## config.mk

```make
export PLATFORM = sky130hd
export DESIGN_NAME = cfg3w_slave
export DESIGN_NICKNAME = d
export VERILOG_FILES = /design/src/rtl/cfg3w_pkg.sv /design/src/rtl/cfg3w_sync.sv /design/src/rtl/cfg3w_shift.sv /design/src/rtl/cfg3w_decode.sv /design/src/rtl/cfg3w_slave.sv
export SDC_FILE = /design/constraint.sdc
export NUM_CORES = 1
export LEC_CHECK = 0
export BUFFER_PORTS_ARGS = -buffer_cell sky130_fd_sc_hd__buf_2
export CAP_MARGIN = 30
export CORE_MARGIN = 2
export CORE_UTILIZATION = 35
export CTS_BUF_LIST = sky130_fd_sc_hd__clkbuf_8 sky130_fd_sc_hd__clkbuf_16
export DETAILED_ROUTE_END_ITERATION = 12
export SYNTH_ARGS = -nofsm -noshare
export SYNTH_HDL_FRONTEND = slang
export SYNTH_HIERARCHICAL = 1
export SYNTH_SLANG_ARGS = --single-unit
```

## constraint.sdc

```tcl
create_clock -name clk_i -period 2.65 [get_ports clk_i]
set_input_delay 0.1325 -clock clk_i [delete_from_list [all_inputs] [get_ports clk_i]]
set_output_delay 0.1325 -clock clk_i [all_outputs]
set_load 0.01 [all_outputs]
```

## src/rtl/cfg3w_pkg.sv

```systemverilog
package cfg3w_pkg;
  localparam int unsigned SHORT_W  = 16;
  localparam int unsigned LONG_W   = 25;
  localparam int unsigned PREFIX_W = LONG_W - SHORT_W;
  localparam logic [PREFIX_W-1:0] CR_PREFIX = 9'b1_0100_0000;

  localparam int unsigned PA_W  = 2;
  localparam int unsigned DEV_W = 3;
  localparam int unsigned MC_W  = 2;
  localparam int unsigned SW_W  = 5;
  localparam int unsigned PCT_W = 8;
  localparam int unsigned DIV_W = 7;
  localparam int unsigned N_W   = DIV_W + SW_W;

  localparam int unsigned DEV_BASE_PCT = 60;
  localparam int unsigned DEV_STEP_PCT = 10;
  localparam int unsigned MC_BASE      = 86;
  localparam logic [DEV_W-1:0] DEV_RST = 3'd4;

  typedef enum logic [1:0] {
    MODE_OFF   = 2'd0,
    MODE_TX    = 2'd1,
    MODE_RX    = 2'd2,
    MODE_RX_CR = 2'd3
  } mode_e;

  typedef struct packed {
    logic [PA_W-1:0]  pa;
    logic [DEV_W-1:0] dev;
    logic             ref_sel;
    logic [MC_W-1:0]  mc;
    logic [SW_W-1:0]  sw;
  } cfg_t;

  function automatic logic [PCT_W-1:0] dev_to_pct(logic [DEV_W-1:0] code);
    int unsigned v;
    v = DEV_BASE_PCT + DEV_STEP_PCT * int'(code);
    return PCT_W'(v);
  endfunction

  function automatic logic [DIV_W-1:0] mc_to_div(logic [MC_W-1:0] code);
    int unsigned v;
    v = MC_BASE + int'(code);
    return DIV_W'(v);
  endfunction
endpackage

```

## src/rtl/cfg3w_sync.sv

```systemverilog
module cfg3w_sync #(
  parameter int unsigned N       = 3,
  parameter int unsigned STAGES  = 2,
  parameter logic [N-1:0] RST_VAL = '0
) (
  input  logic         clk_i,
  input  logic         rst_ni,
  input  logic [N-1:0] async_i,
  output logic [N-1:0] sync_o
);
  logic [N-1:0] stg_q [STAGES];

  for (genvar s = 0; s < STAGES; s++) begin : g_stage
    if (s == 0) begin : g_first
      always_ff @(posedge clk_i or negedge rst_ni) begin
        if (!rst_ni) stg_q[s] <= RST_VAL;
        else         stg_q[s] <= async_i;
      end
    end else begin : g_next
      always_ff @(posedge clk_i or negedge rst_ni) begin
        if (!rst_ni) stg_q[s] <= RST_VAL;
        else         stg_q[s] <= stg_q[s-1];
      end
    end
  end

  assign sync_o = stg_q[STAGES-1];
endmodule

```

## src/rtl/cfg3w_shift.sv

```systemverilog
module cfg3w_shift #(
  parameter int unsigned W = 25
) (
  input  logic         clk_i,
  input  logic         rst_ni,
  input  logic         clr_i,
  input  logic         shift_i,
  input  logic         dat_i,
  output logic [W-1:0] word_o
);
  logic [W-1:0] sr_q;

  always_ff @(posedge clk_i or negedge rst_ni) begin
    if (!rst_ni)      sr_q <= '0;
    else if (clr_i)   sr_q <= '0;
    else if (shift_i) sr_q <= {sr_q[W-2:0], dat_i};
  end

  assign word_o = sr_q;

  AST_SHIFT_MSB_FIRST: assert property (@(posedge clk_i) disable iff (!rst_ni)
    shift_i && !clr_i |=> word_o == {$past(word_o[W-2:0]), $past(dat_i)});
  AST_IDLE_HOLD: assert property (@(posedge clk_i) disable iff (!rst_ni)
    !shift_i && !clr_i |=> $stable(word_o));
  AST_FRAME_CLEAR: assert property (@(posedge clk_i) disable iff (!rst_ni)
    clr_i |=> word_o == '0);
endmodule

```

## src/rtl/cfg3w_decode.sv

```systemverilog
module cfg3w_decode
  import cfg3w_pkg::*;
(
  input  logic [LONG_W-1:0] word_i,
  output logic              accept_o,
  output mode_e             mode_o,
  output logic              tx_fields_o,
  output cfg_t              fields_o
);
  logic       prefix_hit;
  logic [1:0] hdr;

  assign prefix_hit = (word_i[LONG_W-1:SHORT_W] == CR_PREFIX);
  assign hdr        = word_i[15:14];

  always_comb begin
    accept_o = 1'b0;
    mode_o   = MODE_OFF;
    if (prefix_hit) begin
      accept_o = (hdr == 2'b00);
      mode_o   = MODE_RX_CR;
    end else if (hdr == 2'b01) begin
      accept_o = 1'b1;
      mode_o   = word_i[8] ? MODE_TX : MODE_RX;
    end
  end

  assign tx_fields_o      = (mode_o == MODE_TX);
  assign fields_o.pa      = word_i[13:12];
  assign fields_o.dev     = word_i[11:9];
  assign fields_o.ref_sel = word_i[7];
  assign fields_o.mc      = word_i[6:5];
  assign fields_o.sw      = word_i[4:0];
endmodule

```

## src/rtl/cfg3w_slave.sv

```systemverilog
module cfg3w_slave
  import cfg3w_pkg::*;
#(
  parameter int unsigned SYNC_STAGES = 2
) (
  input  logic             clk_i,
  input  logic             rst_ni,
  input  logic             bus_clk_i,
  input  logic             bus_dat_i,
  input  logic             bus_en_ni,
  output logic             cfg_valid_o,
  output logic [1:0]       mode_o,
  output logic             cr_en_o,
  output logic [PA_W-1:0]  pa_lvl_o,
  output logic [DEV_W-1:0] dev_code_o,
  output logic [PCT_W-1:0] dev_pct_o,
  output logic             ref_sel_o,
  output logic [MC_W-1:0]  mc_code_o,
  output logic [DIV_W-1:0] main_div_o,
  output logic [SW_W-1:0]  swallow_o,
  output logic [N_W-1:0]   div_n_o
);
  localparam int unsigned BUS_N   = 3;
  localparam int unsigned BIT_DAT = 0;
  localparam int unsigned BIT_CLK = 1;
  localparam int unsigned BIT_EN  = 2;
  localparam logic [BUS_N-1:0] BUS_RST = 3'b100; // enable idles high

  logic [BUS_N-1:0]  bus_s;
  logic              prev_clk_q, prev_en_q;
  logic              clk_rise, en_rise, en_fall, shift_en;
  logic [LONG_W-1:0] word;
  logic              dec_accept, dec_txf, latch;
  mode_e             dec_mode, mode_q;
  cfg_t              dec_cfg, cfg_q;
  logic              cr_en_q, valid_q;

  cfg3w_sync #(.N(BUS_N), .STAGES(SYNC_STAGES), .RST_VAL(BUS_RST)) u_sync (
    .clk_i   (clk_i),
    .rst_ni  (rst_ni),
    .async_i ({bus_en_ni, bus_clk_i, bus_dat_i}),
    .sync_o  (bus_s)
  );

  always_ff @(posedge clk_i or negedge rst_ni) begin
    if (!rst_ni) begin
      prev_clk_q <= 1'b0;
      prev_en_q  <= 1'b1;
    end else begin
      prev_clk_q <= bus_s[BIT_CLK];
      prev_en_q  <= bus_s[BIT_EN];
    end
  end

  assign clk_rise = bus_s[BIT_CLK] & ~prev_clk_q;
  assign en_rise  = bus_s[BIT_EN] & ~prev_en_q;
  assign en_fall  = ~bus_s[BIT_EN] & prev_en_q;
  assign shift_en = clk_rise & ~bus_s[BIT_EN];

  cfg3w_shift #(.W(LONG_W)) u_shift (
    .clk_i   (clk_i),
    .rst_ni  (rst_ni),
    .clr_i   (en_fall),
    .shift_i (shift_en),
    .dat_i   (bus_s[BIT_DAT]),
    .word_o  (word)
  );

  cfg3w_decode u_decode (
    .word_i      (word),
    .accept_o    (dec_accept),
    .mode_o      (dec_mode),
    .tx_fields_o (dec_txf),
    .fields_o    (dec_cfg)
  );

  assign latch = en_rise & dec_accept;

  always_ff @(posedge clk_i or negedge rst_ni) begin
    if (!rst_ni) begin
      mode_q  <= MODE_OFF;
      cfg_q   <= '{pa: '0, dev: DEV_RST, ref_sel: 1'b0, mc: '0, sw: '0};
      cr_en_q <= 1'b0;
      valid_q <= 1'b0;
    end else begin
      valid_q <= latch;
      if (latch) begin
        mode_q        <= dec_mode;
        cr_en_q       <= (dec_mode == MODE_RX_CR);
        cfg_q.ref_sel <= dec_cfg.ref_sel;
        cfg_q.mc      <= dec_cfg.mc;
        cfg_q.sw      <= dec_cfg.sw;
        if (dec_txf) begin
          cfg_q.pa  <= dec_cfg.pa;
          cfg_q.dev <= dec_cfg.dev;
        end
      end
    end
  end

  assign cfg_valid_o = valid_q;
  assign mode_o      = mode_q;
  assign cr_en_o     = cr_en_q;
  assign pa_lvl_o    = cfg_q.pa;
  assign dev_code_o  = cfg_q.dev;
  assign dev_pct_o   = dev_to_pct(cfg_q.dev);
  assign ref_sel_o   = cfg_q.ref_sel;
  assign mc_code_o   = cfg_q.mc;
  assign main_div_o  = mc_to_div(cfg_q.mc);
  assign swallow_o   = cfg_q.sw;
  assign div_n_o     = {main_div_o, {SW_W{1'b0}}} + N_W'(cfg_q.sw);

  AST_PULSE_SINGLE: assert property (@(posedge clk_i) disable iff (!rst_ni)
    cfg_valid_o |=> !cfg_valid_o);
  AST_HOLD_WITHOUT_PULSE: assert property (@(posedge clk_i) disable iff (!rst_ni)
    !cfg_valid_o |-> $stable({mode_o, cr_en_o, pa_lvl_o, dev_code_o, ref_sel_o, mc_code_o, swallow_o}));
  AST_CR_FLAG_MATCH: assert property (@(posedge clk_i) disable iff (!rst_ni)
    cfg_valid_o |-> (cr_en_o == (mode_o == 2'd3)));
  AST_RX_KEEPS_TX_FIELDS: assert property (@(posedge clk_i) disable iff (!rst_ni)
    cfg_valid_o && mode_o != 2'd1 |-> $stable({pa_lvl_o, dev_code_o}));
  AST_NO_LATCH_IN_FRAME: assert property (@(posedge clk_i) disable iff (!rst_ni)
    !bus_s[BIT_EN] |=> !cfg_valid_o);
endmodule

```

==> out/qor.yml, run 1 <==
status: "completed"
area_delta_synth_final_pct: 6.650
grt_overflow: 0
core_area_mm2: 0.006794
grt_usage: 0.1036
drt_wl_total_um: 3601
fmax_mhz: 455.9
yosys.area.top_type_share: 0.4670
netlist_area_mm2: 0.002465
slowest_delay_ns: 0.48
n_fill_cell: 644
h-tree-depth: 2
num_vias: 1322
p_per_area_mw_per_mm2: 492.5
startpoint_type: "flip-flop"
grt_pass1_vias: 1268
fin_setup_tns_ns: 0
yosysSeqAreaShare: 0.5096
start_util: 0.3628
dr.pass1.iters: 2
critPathArrivalTime_ns: 2.06
finClkSkew_ns: 0.005262
cp_cell_sequence: "ha_1, ha_1, ha_1, nor3b_1, xnor2_1, buf_2"
yosys-top-cells-count: "dfrtp_1 (46), buf_4 (36), nor2_1 (28)"
drc: 0
hp-class: "reg2reg"
path_max_fanout: 6
p_leak_uw: 0.001406
setup_viol: 0
cts_tree: "done"
async_reset_ff_frac: 1.000
cts-root-buf: "clkbuf_8"
synth_ff_type: "dfrtp_1"
critPathKind: "reg2out"
grt_max_degree: 28
cp-end-kind: "primary output"
die-width_um: 87.92
drt_iter0_drc: 55
cts_buffers: 5
nNetsFinal: 228
synth.most_common_cell: "dfrtp_1"
antenna_left: 0
crit_path_top_delay_cell: "dfrtp_1"
clk_pin_slew_ns: 0.09
layout.cells.non_filler: 313
utilization: 0.3869
port-buffer-count: 41
slew_headroom: 0.4409
synth_area_leaders: "dfrtp_1 (47%), buf_4 (11%), mux2i_1 (11%), mux2_4 (4.9%), dfstp_2 (4.3%)"
maxCapViolCount: 0
yosysWarnings: 6
path_common_cell: "ha_1"
postCtsSetupBuffers: 0
wire_per_inst_um: 11.50
fp-row-count: 30
ys_ff_latch: 50
r2r_slack_ns: 0.70
dieHeight_um: 87.92
dp_cells: 301
clock_path_buffers: 2
synth_edf_count: 0
worstMarginPinSlew_ns: 0.8387
ir_worst_vdd_mv: 0.2316
synth_area_leader_cell: "dfrtp_1"
synth.avg_cell_area_um2: 12.39
synth.distinct_cells: 30
dp_hpwl_um: 2499
routed_via_density: 4.224
maxSlewViolCount: 0
placement.cell_area_mm2: 0.002490
antenna_cells: 0
critPathRequiredTime_ns: 2.52
drive_gt1_frac: 0.3548
hold_viol_final: 0
die-area_mm2: 0.007730
clock_latency_ns: 0.30
fin_crit_sh: 0.8277
hold-worst-slack_ns: 0.3537
ios: 49
cts.sinks: 50
syn_inst: 199
grt_pass1_wl_um: 6099
finalWorstPathRequiredPeriod_ns: 2.194
place.gp.congestion: 0.7455
antenna_found_initial: 0
final_cell_area_mm2: 0.002629
grt_setup_unrepaired: "false"
## metrics by stage
step	power (uW)	worst slack, ns
5_1_grt	1358	0.3022
4_1_cts	1317	0.4403
2_1_floorplan	836.7	0.8149
6_report	1295	0.4565
3_5_place_dp	842.3	0.7021
3_3_place_gp	841.3	0.7283
## cell usage in the layout (no fill, tap or decap), drive strengths merged, types with 2 or more instances in the layout
cell type | Yosys | layout
nand3b | 2 | 2
nand2 | 4 | 4
fa | 2 | 2
dfrtp | 46 | 46
inv | 8 | 9
conb | 2 | 7
dlygate4sd3 | 0 | 4
mux2 | 15 | 15
dfstp | 4 | 4
buf | 43 | 44
nor2 | 28 | 28
ha | 5 | 5
nor3b | 2 | 2
mux2i | 27 | 27
clkbuf | 0 | 6
## cell type report
class / count / area (um2) / share of cell area
sequential: 50 / 1256 / 0.4779
multi-input combinational: 103 / 855.8 / 0.3256
timing repair buffer: 48 / 267.8 / 0.1019
tap: 96 / 120.1 / 0.04569
clock buffer: 6 / 82.58 / 0.03141
inverter: 8 / 30.03 / 0.01142
clock inverter: 2 / 16.27 / 0.006188
## layer usage
layer	part of all wire	GRT usage	vias up
met5	0	0	-
met2	0.43	0.1563	33
met1	0.50	0.1360	648
met3	0.049	0.03676	6
met4	0.017	0.04196	0
li1	-	-	635
## final timing paths
| check | startpoint | end | cells past startpoint |
|---|---|---|---|
| max | dev_code_o[0]$_DFFE_PN0P_ | dev_pct_o[6] | 6 |
| min | u_sync/stg_q[3]$_DFF_PN0_ | u_sync/sync_o[0]$_DFF_PN0_ | 0 |
| max reg2reg | u_shift/word_o[17]$_DFFE_PN0P_ | mode_o[0]$_DFFE_PN0N_ | 5 |
| min reg2reg | u_sync/stg_q[3]$_DFF_PN0_ | u_sync/sync_o[0]$_DFF_PN0_ | 0 |
| max in group asynchronous | rst_ni | prev_en_q$_DFF_PN1_ | 3 |
| min in group asynchronous | rst_ni | pa_lvl_o[0]$_DFFE_PN0P_ | 2 |
## timing repair
item / in CTS / in global routing
gates resized for setup: 0 / 0
hold buffers: 4 / 0
endpoints found under the hold margin: 28 / 0
## power by group
group	internal [uW]	switching, uW	leakage [uW]
clock	215	250	0.0000478
combinational	17.1	34.5	0.000686
sequential	773	5.22	0.000672
## cells by family after synthesis
family / share of synthesized area
other cells: 0.003047
buf+inv: 0.1528
xor+xnor: 0.003554
fa+ha+maj: 0.04163
mux: 0.1904
compound gates: 0.005075
flops: 0.5096
simple gates: 0.09391
## worst max-delay path, delay by kind of cell, from the launching register on
family,cells,cell delay (ns)
buffers and inverters,1,0.14
and+or+nand+nor,1,0.27
DFF,1,0.48
adders and majority gates,3,0.72
xor gates and xnor gates,1,0.15
## sequential cells by signal (all words and copies together) (netlist names), 2 cells and up
| signal | count |
|---|---|
| pa_lvl_o | 2 |
| u_shift/word_o | 25 |
| u_sync/sync_o | 3 |
| mode_o | 2 |
| mc_code_o | 2 |
| u_sync/stg_q | 3 |
| swallow_o | 5 |
| dev_code_o | 3 |
No activity file was read; power rests on OpenSTA's default activity.
==> run 2, diff against run 1 <==
==> constraint.sdc (replaced) <==
create_clock -name clk_i -period 1.9 [get_ports clk_i]
set_input_delay 0.095 -clock clk_i [delete_from_list [all_inputs] [get_ports clk_i]]
set_output_delay 0.095 -clock clk_i [all_outputs]
set_load 0.01 [all_outputs]
==> run 2 against run 1 <==
Final cell count grew 2.6%. Core utilization increased by 2.0 points. Routed wire length up 3.4%. Sequential power rose by 40%. Critical endpoint unchanged. Combinational power rose by 46%. Non-clock buffer count up 7. First-iteration DRC count grew 11%. Clock power grew 34%. Global-route usage rose by 0.32 points. Register-to-register slack got worse by 0.65 ns. Sequential cell count unchanged. Largest power group unchanged.
==> out/qor.yml, run 2 (same netlist as run 1, synthesis figures left out) <==
status: "completed"
maxCapViolCount: 0
h-tree-depth: 2
worstRegToRegCells: 6
grt_usage: 0.1068
slew_headroom: 0.4491
utilization: 0.4064
startpoint_type: "flip-flop"
grt_pass1_wl_um: 6348
antenna_cells: 0
area_delta_synth_final_pct: 12.03
grt_max_degree: 26
die-area_mm2: 0.007730
dieHeight_um: 87.92
finClkSkew_ns: 0.005124
ir_worst_vdd_mv: 0.2947
r2r_slack_ns: 0.05
hold_viol_final: 0
rr_startpoint: "u_shift/word_o[21]$_DFFE_PN0P_"
place.gp.congestion: 0.7122
clock_latency_ns: 0.30
p_per_area_mw_per_mm2: 647.4
layout.cells.non_filler: 321
antenna_left: 0
fin_setup_tns_ns: 0
nNetsFinal: 236
clk_pin_slew_ns: 0.09
port-buffer-count: 41
dp_hpwl_um: 2475
hp-class: "in2async"
drt_wl_total_um: 3723
critPathRequiredTime_ns: 1.80
antenna_found_initial: 0
clock_path_buffers: 2
grt_pass1_vias: 1315
r2r_end: "ref_sel_o$_DFFE_PN0N_"
drc: 0
placement.cell_area_mm2: 0.002525
core_area_mm2: 0.006794
critPathKind: "reg2out"
critPathArrivalTime_ns: 1.76
routed_via_density: 4.231
path_max_fanout: 2
worstMarginPinSlew_ns: 0.8264
finalWorstPathRequiredPeriod_ns: 1.855
mostFrequentLayoutCell: "dfrtp_1"
drive_gt1_frac: 0.3956
die-width_um: 87.92
cts.sinks: 50
hold-worst-slack_ns: 0.2066
drt_iter0_drc: 61
largest_reg_flops: 25
dr.pass1.iters: 5
grt_overflow: 0
fin_crit_sh: 0.9762
cts_tree: "done"
fp-row-count: 30
grt_setup_unrepaired: "true"
num_vias: 1358
p_leak_uw: 0.001475
fmax_mhz: 539.2
cts-root-buf: "clkbuf_8"
maxSlewViolCount: 0
start_util: 0.3628
cts_buffers: 5
final_cell_area_mm2: 0.002761
cp-end-kind: "primary output"
dp_cells: 304
setup_viol: 0
ios: 49
layout_common_cells: "dfrtp_1 (46), buf_2 (41), nor2_1 (28)"
wire_per_inst_um: 11.60
## run 2: cell count changes in the layout (fill, tap and decap cells not counted), sizes merged
cell and delta:
buf +7, clkinv +1, inv -1, nand3b +1
## run 2: worst max-delay path, cell delays in order, from the launching register on
cell and delay, ns:
dfstp_2 0.56, ha_4 0.14, ha_4 0.13, ha_4 0.20, nor3b_2 0.17, xnor2_1 0.13
buf_2 0.14
## run 2: report_power, final
part	internal [uW]	leakage, uW	switching [uW]
Sequential	1080	0.000672	9.31
Combinational	27.6	0.000755	47.7
Clock	293	0.0000472	333
## run 2: worst max path at each step
stage,from,depth (start not counted),slack (ns),end
finish,dev_code_o[2]$_DFFE_PN1P_,6,0.05,dev_pct_o[6]
global route,dev_code_o[2]$_DFFE_PN1P_,6,-0.04,dev_pct_o[6]
CTS,u_shift/word_o[17]$_DFFE_PN0P_,6,0.01,mc_code_o[0]$_DFFE_PN0N_
detailed placement,u_shift/word_o[17]$_DFFE_PN0P_,6,0.02,mc_code_o[0]$_DFFE_PN0N_
global placement,u_shift/word_o[17]$_DFFE_PN0P_,6,0.07,ref_sel_o$_DFFE_PN0N_
floorplan,u_shift/word_o[17]$_DFFE_PN0P_,6,0.06,mc_code_o[0]$_DFFE_PN0N_
## run 2: what timing repair did
| item | CTS | global route |
|---|---|---|
| hold buffers | 4 | 0 |
| endpoints found under the hold margin | 14 | 0 |
| endpoints found under the setup margin | 2 | 17 |
| gates resized for setup | 6 | 2 |
| buffers inserted | 3 | 1 |
| pin swaps | 2 | 4 |
| cloned | 0 | 1 |
## run 2: per-stage QoR
step	setup WS, ns	power, uW
6_report	0.04525	1788
3_5_place_dp	0.01838	1177
5_1_grt	-0.03577	1883
2_1_floorplan	0.06485	1167
4_1_cts	0.01168	1825
3_3_place_gp	0.06615	1176
## run 2: layer usage
metal / GRT usage / vias to the layer above / share of wire
met3: 0.03393 / 4 / 0.041
met2: 0.1680 / 38 / 0.45
li1: - / 657 / -
met4: 0.04615 / 0 / 0.012
met5: 0 / - / 0
met1: 0.1357 / 659 / 0.49
## run 2: cell type report
cell class / count / area, um2
Clock inverter: 2 / 12.51
Tap cell: 96 / 120.1
Timing Repair Buffer: 55 / 332.8
Sequential cell: 50 / 1256
Fill cell: 650 / 4033
Inverter: 8 / 30.03
Clock buffer: 6 / 82.58
Multi-Input combinational cell: 104 / 927.1
==> run 3, diff against run 2 <==
==> constraint.sdc (replaced) <==
create_clock -name clk_i -period 1.81 [get_ports clk_i]
set_input_delay 0.0905 -clock clk_i [delete_from_list [all_inputs] [get_ports clk_i]]
set_output_delay 0.0905 -clock clk_i [all_outputs]
set_load 0.01 [all_outputs]
==> run 3 against run 2 <==
The run now ends with negative setup slack left. Sequential cell count did not move. Largest cell class unchanged. Worst hold slack gained 0.055 ns. Largest power group unchanged. Sequential power is 5% higher. Count of clock-buffer cells in the layout unchanged.
==> out/qor.yml, run 3 (same netlist as run 1, synthesis figures left out) <==
cp-end-kind: "flip-flop"
fin_crit_sh: 1.034
maxCapViolCount: 0
grt_max_degree: 26
finalWorstPathRequiredPeriod_ns: 1.871
dr.pass1.iters: 4
fmax_mhz: 534.5
maxSlewViolCount: 0
critPathKind: "reg2reg"
fp-row-count: 30
fin_setup_tns_ns: -0.4223
crit_path_top_delay_cell: "dfrtp_1"
violations: "negative setup slack"
setup_viol: 10
dieHeight_um: 87.92
start_util: 0.3628
status: "complete, but fails checks"
grt_pass1_vias: 1367
drt_wl_total_um: 3763
path_max_fanout: 5
cts_tree: "done"
grt_usage: 0.1099
hold_viol_final: 0
critPathRequiredTime_ns: 1.99
p_leak_uw: 0.001532
die-area_mm2: 0.007730
hp-class: "in2async"
drc: 0
cp_cell_sequence: "nor3_2, and4_4, mux2i_4, buf_6, nand4b_4, mux2_2"
mostFrequentLayoutCell: "dfrtp_1"
largest_reg_flops: 25
drive_gt1_frac: 0.4274
layout_common_cells: "dfrtp_1 (46), buf_2 (41), nor2_1 (28)"
cts_buffers: 5
finClkSkew_ns: 0.009452
p_per_area_mw_per_mm2: 654.1
antenna_left: 0
num_vias: 1380
die-width_um: 87.92
grt_setup_unrepaired: "true"
grt_pass1_wl_um: 6506
critPathArrivalTime_ns: 2.05
clock_latency_ns: 0.29
core_area_mm2: 0.006794
dp_hpwl_um: 2582
power.total_uw: 1872
nNetsFinal: 245
hold-worst-slack_ns: 0.2620
worstMarginPinSlew_ns: 0.8054
ios: 49
antenna_cells: 0
slowest_delay_ns: 0.39
ir_worst_vdd_mv: 0.2655
area_delta_synth_final_pct: 16.09
place.gp.congestion: 0.7145
antenna_found_initial: 0
cts-root-buf: "clkbuf_8"
cts.sinks: 50
drt_iter0_drc: 53
port-buffer-count: 41
clk_pin_slew_ns: 0.09
final_cell_area_mm2: 0.002861
routed_via_density: 4.182
startpoint_type: "flip-flop"
utilization: 0.4212
setup_slack_ns: -0.06086
wire_per_inst_um: 11.40
h-tree-depth: 2
slew_headroom: 0.4631
clock_path_buffers: 2
placement.cell_area_mm2: 0.002581
grt_overflow: 0
## run 3: layout make-up
type                    count  area, um2
well taps                  96      120.1
clock buffers               6      82.58
repair buffers             64      411.6
multi-input cells         104      948.4
clock inverters             2      12.51
fillers                   658       3933
inverters                   8      30.03
flip-flops and latches     50       1256
## run 3: final timing paths
path,to,slack [ns],cells after the start,start
max in group asynchronous,dev_code_o[2]$_DFFE_PN1P_,0.90,3,rst_ni
worst max-delay path,pa_lvl_o[1]$_DFFE_PN0P_,-0.06,6,u_shift/word_o[17]$_DFFE_PN0P_
min in group clk_i,u_sync/sync_o[1]$_DFF_PN0_,0.35,0,u_sync/stg_q[4]$_DFF_PN0_
worst min-delay path,u_shift/word_o[6]$_DFFE_PN0P_,0.26,2,rst_ni
worst max register to register,pa_lvl_o[1]$_DFFE_PN0P_,-0.06,6,u_shift/word_o[17]$_DFFE_PN0P_
worst min register to register,u_sync/sync_o[1]$_DFF_PN0_,0.35,0,u_sync/stg_q[4]$_DFF_PN0_
## run 3: metrics by stage
| stage | cells | setup WS (ns) |
|---|---|---|
| 4_1_cts | 329 | -0.06229 |
| 3_5_place_dp | 311 | -0.07742 |
| 6_report | 330 | -0.06086 |
| 2_1_floorplan | 204 | 0.02361 |
| 5_1_grt | 330 | -0.1388 |
| 3_3_place_gp | 311 | -0.03350 |
## run 3: repair_timing
action / 4_1_cts / 5_1_grt
endpoints found under the hold margin: 17 / 0
endpoints found under the setup margin: 16 / 19
setup buffers: 5 / 1
cloned: 1 / 0
hold buffers: 4 / 0
pin swaps: 4 / 3
gates resized for setup: 10 / 4
## run 3: power breakdown
part           switching (uW)  leakage [uW]  internal (uW)
Clock                     344     0.0000472            307
Sequential               10.5      0.000672           1130
Combinational            49.8      0.000812           28.9
Total                     404       0.00153           1470
## run 3: routing by layer
| metal | vias to the layer above | routed length, um | track usage |
|---|---|---|---|
| met3 | 4 | 141 | 0.02828 |
| met1 | 670 | 1832 | 0.1487 |
| met2 | 35 | 1756 | 0.1722 |
| met5 | - | 0 | 0 |
| li1 | 671 | - | - |
| met4 | 0 | 33 | 0.03776 |
## run 3: worst max-delay path: cells and delay by family (launching register included)
family                 cells  cell delay, ns
muxes                      2            0.60
buffers and inverters      1            0.14
DFF                        1            0.39
and+or+nand+nor            3            0.62
